[config.mk]
export PLATFORM = sky130hd
export DESIGN_NAME = hx_addsub_xchg
export DESIGN_NICKNAME = d
export VERILOG_FILES = /design/src/rtl/hx_pkg.sv /design/src/rtl/hx_lane.sv /design/src/rtl/hx_xchg_core.sv /design/src/rtl/hx_out_reg.sv /design/src/rtl/hx_addsub_xchg.sv
export SDC_FILE = /design/constraint.sdc
export NUM_CORES = 1
export LEC_CHECK = 0
export BUFFER_PORTS_ARGS = -buffer_cell sky130_fd_sc_hd__buf_2
export CAP_MARGIN = 20
export CORE_AREA = 2 2 95 97
export CTS_BUF_LIST = sky130_fd_sc_hd__clkbuf_8
export DETAILED_ROUTE_END_ITERATION = 16
export DIE_AREA = 0 0 97 99
export GPL_TIMING_DRIVEN = 0
export MAX_ROUTING_LAYER = met4
export PLACE_DENSITY = 0.67
export REMOVE_ABC_BUFFERS = 1
export SLEW_MARGIN = 20
export SYNTH_ARGS = -nofsm -noshare
export SYNTH_HDL_FRONTEND = slang
export SYNTH_SLANG_ARGS = --single-unit
export TNS_END_PERCENT = 10
[constraint.sdc]
create_clock -name clk -period 3.8 [get_ports clk]
set_input_delay 0.38 -clock clk [delete_from_list [all_inputs] [get_ports clk]]
set_output_delay 0.38 -clock clk [all_outputs]
set_load 0.01 [all_outputs]
[src/rtl/hx_pkg.sv]
package hx_pkg;
  typedef enum logic {
    MODE_ADD_HI = 1'b0,
    MODE_SUB_HI = 1'b1
  } hx_mode_e;
endpackage

[src/rtl/hx_lane.sv]
module hx_lane #(
  parameter int W = 16
) (
  input  logic [W-1:0] x,
  input  logic [W-1:0] y,
  input  logic         sub,
  output logic [W-1:0] z
);
  localparam logic [W-1:0] POS_MAX = {1'b0, {(W-1){1'b1}}};
  localparam logic [W-1:0] NEG_MIN = {1'b1, {(W-1){1'b0}}};

  logic [W:0] xe, ye, wide;
  logic       out_of_range;

  always_comb begin
    xe = {x[W-1], x};
    ye = {y[W-1], y};
    wide = sub ? (xe - ye) : (xe + ye);
    out_of_range = wide[W] ^ wide[W-1];
    if (out_of_range) z = wide[W] ? NEG_MIN : POS_MAX;
    else              z = wide[W-1:0];
  end
endmodule

[src/rtl/hx_xchg_core.sv]
module hx_xchg_core
  import hx_pkg::*;
#(
  parameter int LANE_W = 16,
  localparam int DW = 2 * LANE_W
) (
  input  hx_mode_e        mode,
  input  logic [DW-1:0]   a,
  input  logic [DW-1:0]   b,
  output logic [DW-1:0]   res
);
  for (genvar g = 0; g < 2; g++) begin : g_lane
    logic sub_g;
    assign sub_g = (g == 1) ? (mode == MODE_SUB_HI) : (mode == MODE_ADD_HI);
    hx_lane #(.W(LANE_W)) u_lane (
      .x  (a[g*LANE_W +: LANE_W]),
      .y  (b[(1-g)*LANE_W +: LANE_W]),
      .sub(sub_g),
      .z  (res[g*LANE_W +: LANE_W])
    );
  end
endmodule

[src/rtl/hx_out_reg.sv]
module hx_out_reg #(
  parameter int DW = 32
) (
  input  logic          clk,
  input  logic          rst,
  input  logic          up_valid,
  output logic          up_ready,
  input  logic [DW-1:0] up_data,
  output logic          dn_valid,
  input  logic          dn_ready,
  output logic [DW-1:0] dn_data
);
  logic take;

  assign up_ready = !dn_valid || dn_ready;
  assign take     = up_valid && up_ready;

  always_ff @(posedge clk) begin
    if (rst)                     dn_valid <= 1'b0;
    else if (take)               dn_valid <= 1'b1;
    else if (dn_ready)           dn_valid <= 1'b0;
  end

  always_ff @(posedge clk) begin
    if (take) dn_data <= up_data;
  end

  assert_accept_R6: assert property (@(posedge clk) disable iff (rst)
    (up_valid && up_ready) |=> (dn_valid && dn_data == $past(up_data)));

  assert_hold_R8: assert property (@(posedge clk) disable iff (rst)
    (dn_valid && !dn_ready) |=> (dn_valid && $stable(dn_data)));

  assert_drain_R10: assert property (@(posedge clk) disable iff (rst)
    (!up_valid && (dn_ready || !dn_valid)) |=> !dn_valid);
endmodule

[src/rtl/hx_addsub_xchg.sv]
module hx_addsub_xchg
  import hx_pkg::*;
#(
  parameter int LANE_W = 16,
  localparam int DW = 2 * LANE_W
) (
  input  logic          clk,
  input  logic          rst,
  input  logic          in_valid,
  output logic          in_ready,
  input  logic          in_mode,
  input  logic [DW-1:0] in_a,
  input  logic [DW-1:0] in_b,
  output logic          out_valid,
  input  logic          out_ready,
  output logic [DW-1:0] out_data
);
  logic [DW-1:0] core_res;

  hx_xchg_core #(.LANE_W(LANE_W)) u_core (
    .mode(hx_mode_e'(in_mode)),
    .a   (in_a),
    .b   (in_b),
    .res (core_res)
  );

  hx_out_reg #(.DW(DW)) u_oreg (
    .clk     (clk),
    .rst     (rst),
    .up_valid(in_valid),
    .up_ready(in_ready),
    .up_data (core_res),
    .dn_valid(out_valid),
    .dn_ready(out_ready),
    .dn_data (out_data)
  );

  // Sum of two non-negative halfwords must never come out negative (no wrap)
  assert_no_wrap_R3: assert property (@(posedge clk) disable iff (rst)
    (in_valid && in_ready && !in_mode && !in_a[DW-1] && !in_b[LANE_W-1])
      |=> !out_data[DW-1]);

  // Negative minus non-negative must stay negative (clamps at most to the minimum)
  assert_no_wrap_R4: assert property (@(posedge clk) disable iff (rst)
    (in_valid && in_ready && !in_mode && in_a[LANE_W-1] && !in_b[DW-1])
      |=> out_data[LANE_W-1]);

  // Non-negative minus negative in the upper lane of mode 1 stays non-negative
  assert_no_wrap_R1: assert property (@(posedge clk) disable iff (rst)
    (in_valid && in_ready && in_mode && !in_a[DW-1] && in_b[LANE_W-1])
      |=> !out_data[DW-1]);

  // Two negative halfwords added in the lower lane of mode 1 stay negative
  assert_no_wrap_R2: assert property (@(posedge clk) disable iff (rst)
    (in_valid && in_ready && in_mode && in_a[LANE_W-1] && in_b[DW-1])
      |=> out_data[LANE_W-1]);
endmodule

==> reports/qor.yml <==
clock_network:
  holdBufCountCts: 0
  cts_buffers: 5
  h-tree-depth: 2
  cts_tree: "built"
  clkTransAtPathRegs_ps: 60
  cts-root-buf: "clkbuf_8"
  clockBufferDepth: 2
  clk_latency_ps: 280
  clock-sinks: 33
routing:
  met1_length_mm: 4.224
  wl_per_cell_um: 13.73
  wl_mm: 8.264
  drc_errors: 0
  drt_first_iter_violations: 123
  detail-route-antenna-nets: 0
  firstDrtPassIters: 4
  top_layer: "met4"
  vias_per_cell: 5.189
  route.met3.wl_um: 394
  vias: 3124
  wl_met2_mm: 3.529
floorplanning:
  start_util: 0.4078
  io_pins: 103
  die-area_um2: 9603
  core-area_um2: 8551
  fp.dieW_um: 97
  row_count: 34
  dieHeight_um: 99
timing:
  relSlewSlack: 0.5401
  fmax_ghz: 0.2770
  hold_viol_final: 0
  fin_crit_sh: 0.9499
  rsz0062_at_grt: "true"
  setup_violations: 0
  fin_tns_setup_ps: 0
  clock_skew_ps: 3.145
  fin_crit_ps: 3610
  timing.hold.ws_ps: 251.3
  tightestPinTransition_ps: 689.9
  maxSlewViolCount: 0
yosys:
  synth_cells: 380
  synth-seq-cells: 33
  synth_area_per_cell_um2: 9.177
  yosysUniqueCellTypes: 62
  async_flop_share: 0
  yosys_warnings: 0
  synth_edf_count: 32
  synth_ff_type: "edfxtp_1"
  synth_area_um2: 3487
  ys_seq_area_frac: 0.2813
placed_design:
  numPortBuffers: 102
  place_area_um2: 4084
  place_congestion: 0.8619
  hpwl_mm: 6.667
layout:
  fin_util: 0.5117
  layout_commonest_cell: "buf_2"
  n_antenna_cell: 0
  final_nets: 598
  drive_above_1_share: 0.3219
  area_growth_pct: 25.48
  final_cell_mix: "buf_2 (102), a21oi_1 (45), nor2_1 (32), ha_1 (32), edfxtp_1 (32)"
  final_cell_area_um2: 4375
critical_path:
  cp_slowest_cell: "a2111oi_0"
  critPathMostFrequentCell: "o21ai_0"
  path_class: "input pin to flop"
  r2r_start: "u_oreg.dn_valid"
  startpoint_type: "input pin"
  path_max_fanout: 7
  crit_buf_inv: 1
  max_stage_delay_ps: 410
  crit_required_ps: 3820
  arrival_ps: 3630
  startpoint: "in_b[18]"
  rrSetupSlack_ps: 2420
  crit_family: "simple AND/OR/NAND/NOR gates"
  crit_path_cell_trace: "buf_2, nor3_1, nand2b_1, nor4_2, nor2b_2, a21oi_1, xor2_1, ha_1, and2_1, a2111oi_0, o21ai_0, a31o_2, xor2_4, nor2_2, o21ai_0"
  endpoint_kind: "flop"
pwr:
  p_leak_nw: 1.899
  fin_total_pwr_mw: 1.807
  power.density_nw_per_um2: 412.9
  vdd_drop_max_mv: 0.1712
grt:
  grt_pass1_vias: 2832
  overflow: 0
  antenna_found_initial: 0
  grt_pass1_wl_mm: 13.22
  grt_start_max_net_pins: 33
  grt_usage: 0.1688
outcome:
  status: "finished clean"
min_path:
  min_path_type: "input pin to flop"
  worstHoldStart: "rst"
job:
  max_cap_violations: 0
through the flow:
step / cells / setup slack, ps
2_1_floorplan: 372 / 232.3
3_3_place_gp: 582 / -301.2
3_5_place_dp: 582 / -296.6
4_1_cts: 590 / 19.37
5_1_grt: 602 / -14.70
6_report: 602 / 190.4
registers in the layout, summed over array words and instances (netlist names):
name / flops
u_oreg.dn_data: 32
u_oreg.dn_valid: 1
cell families after synthesis:
logic type      synth area share
mux                     0.006100
compound gates            0.2336
xor+xnor                  0.1575
fa+ha+maj                 0.1450
simple gates              0.1428
buf+inv                  0.03372
flops                     0.2813
layer usage:
metal / track usage / vias up
li1: - / 1634
met1: 0.2484 / 1384
met2: 0.2473 / 96
met3: 0.01560 / 10
met4: 0.04875 / 0
met5: - / -
synth_stat cells (2+ instances only):
| cell type | count | area share |
|---|---|---|
| o21ai_2 | 4 | 0.010 |
| clkbuf_1 | 4 | 0.0043 |
| a21o_1 | 7 | 0.015 |
| nor4_2 | 2 | 0.0072 |
| a21oi_1 | 46 | 0.066 |
| maj3_1 | 4 | 0.011 |
| and2_2 | 2 | 0.0043 |
| nor2_1 | 32 | 0.034 |
| ha_1 | 34 | 0.12 |
| xor2_1 | 31 | 0.078 |
| a211o_1 | 2 | 0.0050 |
| inv_1 | 18 | 0.019 |
| o211ai_1 | 5 | 0.011 |
| nand3_1 | 2 | 0.0029 |
| nand2_1 | 14 | 0.015 |
| a221oi_1 | 3 | 0.0075 |
| nor4_1 | 4 | 0.0072 |
| and2_1 | 6 | 0.011 |
| fa_1 | 2 | 0.011 |
| nand2b_1 | 6 | 0.011 |
| and3_1 | 5 | 0.0090 |
| xnor2_1 | 28 | 0.070 |
| o21a_1 | 3 | 0.0065 |
| a31oi_1 | 7 | 0.013 |
| edfxtp_1 | 32 | 0.28 |
| o21ai_0 | 27 | 0.039 |
| nor3_1 | 8 | 0.011 |
| a211oi_1 | 6 | 0.013 |
| buf_6 | 2 | 0.0065 |
| xnor2_2 | 2 | 0.0093 |
cell type report:
type | count | area (µm²)
clock buffer | 5 | 68.82
clock inverter | 3 | 41.29
fill | 829 | 4175
inverter | 18 | 67.56
multi-input combinational | 322 | 2489
sequential | 33 | 980.9
tap | 108 | 135.1
timing repair buffer | 113 | 593.1
report_power, final:
group / total [mW] / switching, mW / internal [mW] / leakage [nW]
registers: 0.559 / 0.0194 / 0.539 / 0.316
clock network: 0.314 / 0.121 / 0.193 / 0.0518
logic: 0.934 / 0.526 / 0.408 / 1.53
timing repair:
action | in CTS | in global routing
resized for setup | 1 | 17
gates cloned | 0 | 1
setup endpoints to repair | 2 | 30
setup buffers | 0 | 11
pin swaps | 0 | 7
path summary, 6_finish.rpt:
path,end,cells after the start
worst min register to register,u_oreg.dn_valid,2
worst min-delay path,u_oreg.dn_valid,2
worst max register to register,u_oreg.dn_data[19],2
worst max-delay path,u_oreg.dn_data[2],15
No activity file was read; power rests on OpenSTA's default activity.
